[src/rtl/spi_regwin_pkg.sv]
`timescale 1ns/1ps
package spi_regwin_pkg;

   localparam int DATA_W = 32;
   localparam int BYTE_W = 8;
   localparam int WIN_AW = 3;

   localparam logic [WIN_AW-1:0] OFF_CTRL = 3'd0;
   localparam logic [WIN_AW-1:0] OFF_MODE = 3'd1;
   localparam logic [WIN_AW-1:0] OFF_D0   = 3'd2;
   localparam logic [WIN_AW-1:0] OFF_D1   = 3'd3;
   localparam logic [WIN_AW-1:0] OFF_D2   = 3'd4;
   localparam logic [WIN_AW-1:0] OFF_D3   = 3'd5;

   // control byte, MSB first: length code, auto select, edge, idle level, index
   typedef struct packed {
      logic [1:0] len;
      logic       auto_ss;
      logic       edge_fall;
      logic       cpol;
      logic [2:0] ss;
   } ctrl_t;

   // writable part of the mode byte (bits 5:2)
   typedef struct packed {
      logic [1:0] div;
      logic       irq_en;
      logic       lsb_first;
   } mode_t;

   localparam ctrl_t CTRL_RST = '{len: 2'b00, auto_ss: 1'b1, edge_fall: 1'b0,
                                  cpol: 1'b0, ss: 3'd0};

   function automatic logic [5:0] frame_bits(input logic [1:0] len);
      case (len)
         2'b01:   return 6'd8;
         2'b10:   return 6'd16;
         2'b11:   return 6'd32;
         default: return 6'd24;
      endcase
   endfunction

endpackage

[src/rtl/spi_regwin_regs.sv]
`timescale 1ns/1ps
module spi_regwin_regs
   import spi_regwin_pkg::*;
(
   input  logic              clk,
   input  logic              rst_n,
   input  logic              wr_i,
   input  logic [WIN_AW-1:0] addr_i,
   input  logic [BYTE_W-1:0] wdata_i,
   output logic [BYTE_W-1:0] rdata_o,
   input  logic              busy_i,
   input  logic              upd_en_i,
   input  logic [DATA_W-1:0] upd_val_i,
   output ctrl_t             ctrl_o,
   output mode_t             mode_o,
   output logic [DATA_W-1:0] data_o,
   output logic              start_o
);

   logic accept;
   assign accept  = wr_i & ~busy_i;
   assign start_o = accept && (addr_i == OFF_D3);

   always_ff @(posedge clk or negedge rst_n) begin
      if (!rst_n) begin
         ctrl_o <= CTRL_RST;
         mode_o <= '0;
         data_o <= '0;
      end else if (upd_en_i) begin
         data_o <= upd_val_i;
      end else if (accept) begin
         case (addr_i)
            OFF_CTRL: ctrl_o         <= ctrl_t'(wdata_i);
            OFF_MODE: mode_o         <= mode_t'(wdata_i[5:2]);
            OFF_D0:   data_o[7:0]    <= wdata_i;
            OFF_D1:   data_o[15:8]   <= wdata_i;
            OFF_D2:   data_o[23:16]  <= wdata_i;
            OFF_D3:   data_o[31:24]  <= wdata_i;
            default:  ;
         endcase
      end
   end

   always_comb begin
      case (addr_i)
         OFF_CTRL: rdata_o = ctrl_o;
         OFF_MODE: rdata_o = {busy_i, 1'b0, mode_o, 2'b00};
         OFF_D0:   rdata_o = data_o[7:0];
         OFF_D1:   rdata_o = data_o[15:8];
         OFF_D2:   rdata_o = data_o[23:16];
         OFF_D3:   rdata_o = data_o[31:24];
         default:  rdata_o = '0;
      endcase
   end

endmodule

[src/rtl/spi_regwin_tick.sv]
`timescale 1ns/1ps
module spi_regwin_tick #(
   parameter int DIV_MIN_LOG2 = 2
) (
   input  logic       clk,
   input  logic       rst_n,
   input  logic       run_i,
   input  logic [1:0] div_i,
   output logic       tick_o
);

   localparam int HALF_MIN_LOG2 = DIV_MIN_LOG2 - 1;
   localparam int CNT_W         = HALF_MIN_LOG2 + 4;

   logic [CNT_W-1:0] cnt;
   logic [CNT_W-1:0] half_m1;

   // code 11 -> shortest half period, each lower code doubles it
   assign half_m1 = (CNT_W'(1) << (HALF_MIN_LOG2 + 3 - int'(div_i))) - CNT_W'(1);
   assign tick_o  = run_i && (cnt == half_m1);

   always_ff @(posedge clk or negedge rst_n) begin
      if (!rst_n)      cnt <= '0;
      else if (!run_i) cnt <= '0;
      else if (tick_o) cnt <= '0;
      else             cnt <= cnt + CNT_W'(1);
   end

endmodule

[src/rtl/spi_regwin_engine.sv]
`timescale 1ns/1ps
module spi_regwin_engine
   import spi_regwin_pkg::*;
(
   input  logic              clk,
   input  logic              rst_n,
   input  logic              start_i,
   input  logic              tick_i,
   input  ctrl_t             ctrl_i,
   input  mode_t             mode_i,
   input  logic [DATA_W-1:0] data_i,
   input  logic              miso_i,
   output logic              busy_o,
   output logic              sclk_o,
   output logic              mosi_o,
   output logic              done_o,
   output logic              upd_en_o,
   output logic [DATA_W-1:0] upd_val_o
);

   logic [6:0] ecnt;
   logic [6:0] ev;
   logic [6:0] last_ev;
   logic [5:0] nbits;
   logic [4:0] lo;
   logic       sclk_q;
   logic       samp_q;
   logic       lead_samples;
   logic       is_sample;
   logic       at_end;
   logic       step;

   assign nbits   = frame_bits(ctrl_i.len);
   assign lo      = 5'(6'(DATA_W) - nbits);
   assign ev      = ecnt + 7'd1;
   assign last_ev = {nbits, 1'b1};
   assign step    = busy_o && tick_i;
   assign at_end  = (ev == last_ev);

   // sampling on the leading edge when idle level and edge select agree
   assign lead_samples = (ctrl_i.cpol == ctrl_i.edge_fall);
   assign is_sample    = lead_samples ? ev[0] : ~ev[0];

   assign done_o   = step && at_end;
   assign upd_en_o = step && ((!at_end && !is_sample && (ev != 7'd1)) ||
                              (at_end && !lead_samples));

   always_comb begin
      upd_val_o = data_i;
      if (mode_i.lsb_first) begin
         for (int i = 0; i < DATA_W - 1; i++)
            if (i >= int'(lo)) upd_val_o[i] = data_i[i+1];
         upd_val_o[DATA_W-1] = samp_q;
      end else begin
         for (int i = 1; i < DATA_W; i++)
            if (i > int'(lo)) upd_val_o[i] = data_i[i-1];
         upd_val_o[lo] = samp_q;
      end
   end

   assign mosi_o = busy_o & (mode_i.lsb_first ? data_i[lo] : data_i[DATA_W-1]);
   assign sclk_o = busy_o ? sclk_q : ctrl_i.cpol;

   always_ff @(posedge clk or negedge rst_n) begin
      if (!rst_n) begin
         busy_o <= 1'b0;
         ecnt   <= '0;
         sclk_q <= 1'b0;
         samp_q <= 1'b0;
      end else if (start_i) begin
         busy_o <= 1'b1;
         ecnt   <= '0;
         sclk_q <= ctrl_i.cpol;
         samp_q <= 1'b0;
      end else if (step) begin
         ecnt <= ev;
         if (at_end) begin
            busy_o <= 1'b0;
         end else begin
            sclk_q <= ~sclk_q;
            if (is_sample) samp_q <= miso_i;
         end
      end
   end

endmodule

[src/rtl/spi_regwin_master.sv]
`timescale 1ns/1ps
module spi_regwin_master
   import spi_regwin_pkg::*;
#(
   parameter int NUM_SS       = 8,
   parameter int DIV_MIN_LOG2 = 2
) (
   input  logic              clk,
   input  logic              rst_n,
   input  logic [2:0]        reg_addr,
   input  logic              reg_wr,
   input  logic [7:0]        reg_wdata,
   output logic [7:0]        reg_rdata,
   input  logic              miso_i,
   output logic              sclk_o,
   output logic              mosi_o,
   output logic [NUM_SS-1:0] ss_n_o,
   output logic              irq_o
);

   initial begin
      assert (NUM_SS >= 1 && NUM_SS <= 8)
         else $fatal(1, "NUM_SS must lie in 1..8");
      assert (DIV_MIN_LOG2 >= 1 && DIV_MIN_LOG2 <= 8)
         else $fatal(1, "DIV_MIN_LOG2 must lie in 1..8");
   end

   ctrl_t             ctrl;
   mode_t             mode;
   logic [DATA_W-1:0] data;
   logic [DATA_W-1:0] upd_val;
   logic              upd_en;
   logic              start;
   logic              busy;
   logic              tick;
   logic              done;
   logic              irq_q;

   spi_regwin_regs regs_i (
      .clk(clk), .rst_n(rst_n), .wr_i(reg_wr), .addr_i(reg_addr),
      .wdata_i(reg_wdata), .rdata_o(reg_rdata), .busy_i(busy),
      .upd_en_i(upd_en), .upd_val_i(upd_val), .ctrl_o(ctrl),
      .mode_o(mode), .data_o(data), .start_o(start)
   );

   spi_regwin_tick #(.DIV_MIN_LOG2(DIV_MIN_LOG2)) tick_i (
      .clk(clk), .rst_n(rst_n), .run_i(busy), .div_i(mode.div), .tick_o(tick)
   );

   spi_regwin_engine engine_i (
      .clk(clk), .rst_n(rst_n), .start_i(start), .tick_i(tick),
      .ctrl_i(ctrl), .mode_i(mode), .data_i(data), .miso_i(miso_i),
      .busy_o(busy), .sclk_o(sclk_o), .mosi_o(mosi_o), .done_o(done),
      .upd_en_o(upd_en), .upd_val_o(upd_val)
   );

   always_ff @(posedge clk or negedge rst_n) begin
      if (!rst_n) irq_q <= 1'b0;
      else        irq_q <= done && mode.irq_en;
   end
   assign irq_o = irq_q;

   for (genvar g = 0; g < NUM_SS; g++) begin : g_sel
      assign ss_n_o[g] = ~((ctrl.ss == 3'(g)) && (ctrl.auto_ss ? busy : 1'b1));
   end

endmodule

[config.mk]
export PLATFORM = sky130hd
export DESIGN_NAME = spi_regwin_master
export DESIGN_NICKNAME = d
export VERILOG_FILES = /design/src/rtl/spi_regwin_pkg.sv /design/src/rtl/spi_regwin_regs.sv /design/src/rtl/spi_regwin_tick.sv /design/src/rtl/spi_regwin_engine.sv /design/src/rtl/spi_regwin_master.sv
export SDC_FILE = /design/constraint.sdc
export NUM_CORES = 1
export LEC_CHECK = 0
export BUFFER_PORTS_ARGS = -buffer_cell sky130_fd_sc_hd__buf_2
export CORE_MARGIN = 3
export CORE_UTILIZATION = 50
export CTS_BUF_LIST = sky130_fd_sc_hd__clkbuf_4 sky130_fd_sc_hd__clkbuf_8 sky130_fd_sc_hd__clkbuf_16
export CTS_CLUSTER_DIAMETER = 120
export CTS_CLUSTER_SIZE = 30
export DETAILED_ROUTE_END_ITERATION = 12
export GPL_TIMING_DRIVEN = 0
export PLACE_DENSITY = 0.72
export SLEW_MARGIN = 20
export SYNTH_ARGS = -nofsm -noshare
export SYNTH_HDL_FRONTEND = slang
export SYNTH_SLANG_ARGS = --single-unit
[constraint.sdc]
create_clock -name clk -period 3 [get_ports clk]
set_clock_uncertainty 0.05 [all_clocks]
set_input_delay 0.15 -clock clk [delete_from_list [all_inputs] [get_ports clk]]
set_output_delay 0.15 -clock clk [all_outputs]
set_load 0.05 [all_outputs]
==> results, run 1 <==
- The fraction of layout instances using a drive strength above 1 is 24.1%.
- The clock tree root buffer cell is clkbuf_8.
- The total half-perimeter wirelength after legalization and detailed placement is 8290 microns.
- The die area is 9390 sq um.
- For this run, design rule violations remaining after detail routing come to 0.
- Routability-driven placement finished with a final weighted congestion of 0.977.
- Buffers placed on the I/O ports in this run total 32.
- The antenna diode instance count is 0.
- Synthesis produced 436 cells.
- The die is 96.9 microns tall.
- Dividing the detail-routed wire length by the instance count gives 19.9 microns.
- Fill cells in the final layout number 643.
- The width of the die is 96.9 microns.
- The post-synthesis instance area is 4130 sq um.
- The total area inside the core boundary comes to 7890 sq um.
- The number of max-cap violations is 0.
- Relative to the synthesized area, the layout overhead comes to 16.5%.
- Once detail routing completed, the nets flagged for antenna violations numbered 0.
- The initial antenna violation count is 0.
- Yosys mapped a number of flops with a built-in enable equal to 0.
- The total power is 1.63 mW.
- Cells fill 61.0% of the core in the end.
- The cell depth of the worst min-delay path is 3.
- The initial core utilization is 52.4%.
- The netlist uses 63 different library cells.
- The H-tree depth is 3.
- Of all nets on the critical path, the largest fanout is 7.
- The yosys synthesis warning count is 0.
- The first global-routing pass estimated 19000 microns of wire.
- In this run the power density over the cells is 338 nW/um^2.
- Setup violations remaining at the end of the flow were counted as 0.
- The signal on the critical path passes through inv_1, ha_1, or3_4, o2bb2ai_2, a221oi_4, a32oi_4, a21oi_4, buf_12, a21boi_4, buf_12, a211oi_2.
- The worst setup path is launched from a register.
- After synthesis the netlist holds a flip-flop and latch count of 60.
- The number of buffers and inverters on the critical path is 3.
- The worst pin sits at a relative slew slack of 27.5%.
- At the worst endpoint, the arrival time is 3.09 ns.
- At the pin with the least slew margin, the transition time is 1.08 ns.
- The first detailed-routing pass took 5 iterations.
- In the finished design, the share of the clock period the worst path needs comes to 97.1%.
- The finished layout holds 599 standard cells, fillers aside.
- The endpoint of the worst hold-timing path is regs_i.data_o[0]$_DFFE_PN0P_.
- Clock-pin slew was measured on the worst setup and hold paths at 0.07 ns.
- The maximum VDD drop is 0.200 mV.
- In this run, CTS created clock tree buffers numbering 9.
- Averaged over all synthesized cells, the footprint is 9.48 sq um.
- The family of cells with the greatest summed delay on the critical path is compound AO/OA/AOI/OAI gates.
- The clock latency at the later pin of the worst-skew pair is 0.35 ns.
- The number of buffers on the longest clock path is 2.
- The category of the critical setup timing path is reg -> reg.
- Static timing analysis puts the maximum clock frequency at 343 MHz.
- The clock tree from TritonCTS is yes.
- The clock net in this run drives a total of 60 sinks.
- After layout, the minimum clock period comes to 2.91 ns.
- The standard cell with the maximum stage delay on the critical path is or3_4.
- The library cell appearing most often on the critical path is buf_12.
- The leakage power of the design is 2.05 nW.
- The number of nets handed over by synthesis was 461.
- Leaving out fill and tap cells, the most frequent cells in the layout are dfrtp_1 (57), nor2_1 (50), nand2_1 (35).
- The sequential cell area fraction in the yosys report is 36.4%.
- The depth of the worst register-to-register path is 11.
- The final routed wirelength across all metal layers is 11900 microns.
- The setup check on the worst reg-to-reg path leaves a slack of 0.09 ns.
- For this design the top-level I/O count stands at 34.
- The number of hold violations in the final report is 0.
- The number of violations reported at the end of detailed-routing iteration 0 is 372.
- The destination of the worst register-to-register timing path is regs_i.data_o[15]$_DFFE_PN0P_.
- The most instantiated flip-flop cell in the synthesis netlist is dfrtp_1.
- The average vias per placed instance is 6.28.
- The total count of max-transition violations in the final report is 0.
- The largest incremental delay on the critical path is 0.42 ns.
- The number of global-route vias before repair is 3581.
- The startpoint of the tightest hold check path is reg_wdata[0].
- The pin count of the biggest net entering global routing is 61.
- In this run the worst hold path is classified as in -> reg.
- The run finished with clean final reports.
- The count of standard-cell rows is 32.
- The net count of the finished layout is 518.
- The total global routing overflow is 0.
- In this run the critical register-to-register path is launched from regs_i.ctrl_o[6]$_DFFE_PN0P_.
- The worst setup path is captured at a register.
- The routed via count is 3762.
- In this run, placement finished with an instance count of 570.
- Data on the critical path is required at its endpoint by 3.18 ns.
- Global routing used 25.3% of the available tracks.
- Of all flip-flops after synthesis, the portion carrying an async set or reset was 100%.
- Leaving out fill and tap cells, the most frequent cell in the layout is dfrtp_1.
[worst reg2reg max path, delay by kind of cell (launching register included)]
kind,cells,cell delay (ns)
simple gates,1,0.42
buf+inv,3,0.39
compound gates,6,1.23
flops,1,0.41
fa+ha+maj,1,0.29
[cells in the mapped netlist, types with 5 or more instances]
library cell | count | share of area (%)
dfrtp_1 | 59 | 36
nor2_1 | 51 | 4.6
nand2_1 | 35 | 3.2
a211oi_1 | 27 | 4.9
a22oi_1 | 24 | 4.4
mux2i_1 | 24 | 5.8
mux2_2 | 17 | 4.6
o21ai_0 | 17 | 2.1
nor3_1 | 16 | 1.9
a21oi_1 | 15 | 1.8
a211oi_2 | 14 | 4.2
clkbuf_1 | 14 | 1.3
and2_1 | 12 | 1.8
ha_1 | 10 | 3.0
inv_1 | 10 | 0.91
nand3_1 | 8 | 0.97
nor2b_1 | 6 | 0.91
and3_1 | 5 | 0.76
xor2_1 | 5 | 1.1
[timing repair]
action,in CTS,in global routing
hold buffers,2,0
hold endpoints to repair,60,0
setup buffers,2,10
setup endpoints to repair,28,27
pin swaps,2,4
gates resized for setup,5,8
[power by group]
part,switching (mW),internal [mW]
logic,0.0641,0.0227
registers,0.00311,0.810
clock network,0.332,0.397
total,0.399,1.23
[logic make-up after synthesis]
logic type                 synth area share (%)
AOI/OAI and AO/OA                          26.9
and+or+nand+nor                            17.1
DFF                                        36.4
muxes                                      10.4
buffers and inverters                      3.97
adders and majority gates                  3.03
xor gates and xnor gates                   2.24
[worst max path at each step]
stage               depth (start not counted)                          from                            end  slack, ns
floorplan                                   9  regs_i.ctrl_o[7]$_DFFE_PN0P_  regs_i.data_o[10]$_DFFE_PN0P_       0.28
global placement                            8  regs_i.ctrl_o[7]$_DFFE_PN0P_   regs_i.data_o[3]$_DFFE_PN0P_      -0.22
detailed placement                          8  regs_i.ctrl_o[7]$_DFFE_PN0P_   regs_i.data_o[4]$_DFFE_PN0P_      -0.22
CTS                                        10  regs_i.ctrl_o[7]$_DFFE_PN0P_  regs_i.data_o[15]$_DFFE_PN0P_       0.05
global route                               10  regs_i.ctrl_o[6]$_DFFE_PN0P_  regs_i.data_o[23]$_DFFE_PN0P_      -0.01
finish                                     11  regs_i.ctrl_o[6]$_DFFE_PN0P_  regs_i.data_o[15]$_DFFE_PN0P_       0.09
[layout make-up]
| class | count | area (sq um) | share of cell area, % |
|---|---|---|---|
| Multi-Input combinational cell | 341 | 2520 | 52.3 |
| Clock inverter | 5 | 52.6 | 1.09 |
| Sequential cell | 60 | 1510 | 31.3 |
| Clock buffer | 10 | 138 | 2.86 |
| Tap cell | 102 | 128 | 2.65 |
| Timing Repair Buffer | 46 | 310 | 6.45 |
| Inverter | 10 | 37.5 | 0.780 |
| Buffer | 25 | 126 | 2.63 |
[routing by layer]
layer,up-vias,routed length [microns],global-route usage (%)
met1,1818,5050,34.7
met3,31,1010,5.41
li1,1736,-,-
met2,177,5530,38.7
met5,-,0,0
met4,0,303,10.5
[flip-flops by register name (all words and copies together) (netlist names)]
| signal | count |
|---|---|
| engine_i.samp_q | 1 |
| engine_i.busy_o | 1 |
| regs_i.ctrl_o | 8 |
| engine_i.sclk_q | 1 |
| tick_i.cnt | 5 |
| irq_o | 1 |
| engine_i.ecnt | 7 |
| regs_i.data_o | 32 |
| regs_i.mode_o | 4 |
[through the flow]
| step | hold slack (ns) | setup TNS, ns | instance area (sq um) | worst slack [ns] |
|---|---|---|---|---|
| finish | 0.104 | 0 | 4810 | 0.0868 |
| CTS | 0.0780 | 0 | 4680 | 0.0523 |
| global route | 0.0782 | -0.0113 | 4810 | -0.0113 |
| floorplan | -0.196 | 0 | 4130 | 0.278 |
| detailed placement | 0.230 | -3.46 | 4420 | -0.223 |
| global placement | 0.345 | -3.47 | 4420 | -0.221 |
(Power assumes the default switching activity.)
==> run 2: changes to the inputs <==
BUFFER_PORTS_ARGS = not set   (was -buffer_cell sky130_fd_sc_hd__buf_2)
CORE_MARGIN = 2   (was 3)
DONT_BUFFER_PORTS = 1   (was not set)
PLACE_DENSITY = 0.68   (was 0.72)
==> results, run 2 (synthesis results as in run 1) <==
- The slew of the pin with the lowest slew margin came to 1.07 ns (was 1.08 ns).
- The die area is 9010 sq um (was 9390 sq um).
- The type of the tightest min-delay check is in -> reg (unchanged).
- The number of flip-flops in the largest register is 32 (unchanged).
- The cell area power density is 383 nW/um^2 (was 338 nW/um^2).
- The share of power burned in combinational logic is 5.0% (was 5.3%).
- The CTS sink count is 60 (unchanged).
- The count of unresolved DRC violations after routing is 0 (unchanged).
- The depth of the worst register-to-register path is 9 (was 11).
- The cell depth of the worst min-delay path is 3 (unchanged).
- The register name with the most flops is regs_i.data_o (unchanged).
- The number of hold violations in the final report is 0 (unchanged).
- The cell internal power dissipation was 1.39 mW (was 1.23 mW).
- The die height is 94.9 microns (was 96.9 microns).
- The total routing resource utilization after global routing is 29.6% (was 25.3%).
- Leading cell types in the layout, fill and taps excluded: dfrtp_1 (56), nor2_1 (49), nand2_1 (35) (was dfrtp_1 (57), nor2_1 (50), nand2_1 (35)).
- The clock tree root buffer cell is clkbuf_8 (unchanged).
- The clock tree from TritonCTS is yes (unchanged).
- The initial antenna violation count is 1 (was 0).
- The ratio of final minimum period to clock period is 95.3% (was 97.1%).
- The total count of max-transition violations in the final report is 0 (unchanged).
- The H-tree depth was 3 (unchanged).
- The net load switching power was 0.439 mW (was 0.399 mW).
- The total of endpoints with negative setup slack in the final report is 0 (unchanged).
- The total CTS buffers is 9 (unchanged).
- The count of port buffers added during placement is 0 (was 32).
- The maximum net fanout on the critical path is 7 (unchanged).
- The worst slew margin relative to its limit is 30.0% (was 27.5%).
- The reg-to-reg critical path startpoint is regs_i.ctrl_o[6]$_DFFE_PN0P_ (unchanged).
- The register clock-pin slew on the reported worst setup and hold paths is 0.07 ns (about the same).
- The iteration count of the initial detailed-routing pass is 5 (unchanged).
- The average vias per placed instance is 6.33 (was 6.28).
- The number of global-route vias before repair is 3554 (was 3581).
- The number of max-cap violations was 0 (unchanged).
- Outcome: completed (unchanged).
- The total global routing overflow is 0 (unchanged).
- The net count of the finished layout is 491 (was 518).
- The arrival time of the worst setup path was 3.03 ns (was 3.09 ns).
- The routed via count was 3652 (was 3762).
- The fraction of layout instances using a drive strength above 1 is 19.3% (was 24.1%).
- The leakage power of the design was 1.96 nW (was 2.05 nW).
- The initial core utilization is 51.1% (was 52.4%).
- The startpoint of the tightest hold check path is reg_addr[2] (was reg_wdata[0]).
- The top achievable clock speed is 350 MHz (was 343 MHz).
- The number of top-level pins is 34 (unchanged).
- The post-route minimum period is 2.86 ns (was 2.91 ns).
- The clock latency at the later pin of the worst-skew pair is 0.35 ns (about the same).
- The global-route wire length before repair is 20100 microns (was 19000 microns).
- The number of violations reported at the end of detailed-routing iteration 0 is 233 (was 372).
- The total core area was 8090 sq um (was 7890 sq um).
- The count of standard-cell rows was 33 (was 32).
- The width of the die is 94.9 microns (was 96.9 microns).
- The pin count of the biggest net entering global routing was 61 (unchanged).
- The wire length per cell after detailed routing came to 21.4 microns (was 19.9 microns).
- The origin of the worst setup path is regs_i.ctrl_o[6]$_DFFE_PN0P_ (unchanged).
- The final total negative setup slack is 0 ns (unchanged).
- The maximum VDD drop was 0.341 mV (was 0.200 mV).
- The type of element capturing the critical path is a register (unchanged).
- The count of antenna-violating nets left after detailed routing is 0 (unchanged).
- The area added between synthesis and finish came to 15.7% (was 16.5%).
- The share of the core filled with cells was 59.1% (was 61.0%).
- The clock group share of total power was 50.6% (was 44.7%).
- The number of buffers on the longest clock path is 2 (unchanged).
- The switching power as a share of total power is 24.0% (was 24.5%).
- The leading cell type in the layout, fill and taps excluded is dfrtp_1 (unchanged).
- Largest registers: regs_i.data_o x32, regs_i.ctrl_o x8, engine_i.ecnt x7 (unchanged).
- The type of origin of the critical path was a register (unchanged).
- The routability congestion estimate from global placement is 0.958 (was 0.977).
- The final routed wirelength across all metal layers was 12300 microns (was 11900 microns).
- The sequential share of power was 44.4% (was 49.9%).
- The total half-perimeter wirelength after legalization and detailed placement was 8550 microns (was 8290 microns).
- The category of the critical setup timing path is reg -> reg (unchanged).
- The required time of the critical path is 3.17 ns (was 3.18 ns).
run 2: metal layers:
layer / GRT usage, % / vias to the layer above / wire length, microns
met3: 7.26 / 21 / 949
met1: 39.0 / 1807 / 5190
met4: 8.94 / 0 / 198
li1: - / 1690 / -
met5: 0 / - / 0
met2: 48.2 / 134 / 6000
run 2: final timing paths:
| kind | to | slack [ns] |
|---|---|---|
| worst max-delay path | regs_i.data_o[11]$_DFFE_PN0P_ | 0.14 |
| worst min-delay path | regs_i.mode_o[3]$_DFFE_PN0P_ | 0.23 |
| worst max register to register | regs_i.data_o[11]$_DFFE_PN0P_ | 0.14 |
| worst min register to register | tick_i.cnt[0]$_DFF_PN0_ | 0.45 |
| max in group asynchronous | regs_i.ctrl_o[5]$_DFFE_PN1P_ | 2.32 |
| min in group asynchronous | engine_i.ecnt[4]$_DFFE_PN0P_ | 0.27 |
run 2: stage by stage:
stage / hold slack (ns) / power, mW / std cells / setup WS (ns) / instance area (sq um)
after floorplan: -0.196 / 0.863 / 436 / 0.278 / 4130
after global placement: -0.193 / 0.871 / 541 / -0.259 / 4260
after detailed placement: -0.194 / 0.873 / 541 / -0.258 / 4280
after CTS: 0.214 / 1.84 / 569 / 0.0107 / 4680
after global routing: 0.241 / 1.88 / 577 / -0.0128 / 4780
final: 0.232 / 1.83 / 577 / 0.140 / 4780
run 2: final cells by class:
| type | instances | area (sq um) |
|---|---|---|
| diodes | 1 | 2.50 |
| plain buffers | 25 | 128 |
| clock buffers | 9 | 124 |
| clock inverters | 7 | 124 |
| fillers | 731 | 3310 |
| inverters | 10 | 37.5 |
| multi-input cells | 341 | 2530 |
| flip-flops and latches | 60 | 1510 |
| well taps | 105 | 131 |
| repair buffers | 19 | 200 |
run 2: power by group through the flow:
stage,combinational [mW],clock [mW],sequential (mW)
final,0.0914,0.928,0.813
after global routing,0.0976,0.973,0.813
after CTS,0.0903,0.936,0.813
after detailed placement,0.0443,0,0.829
after global placement,0.0424,0,0.829
after floorplan,0.0356,0,0.827
run 2: critical path, stage by stage, from the launching register on:
cell and delay (ns):
dfrtp_2 0.42, inv_1 0.09, ha_2 0.25, or3_4 0.40
o2bb2ai_2 0.15, a221oi_4 0.34, a32oi_4 0.23, a21oi_4 0.31
a21boi_4 0.37, a211oi_2 0.11
run 2: what timing repair did:
item / 4_1_cts / 5_1_grt
setup endpoints to repair: 33 / 29
pin swaps: 3 / 4
hold buffers: 11 / 0
gates resized for setup: 7 / 10
setup buffers: 1 / 6
endpoints found under the hold margin: 105 / 0
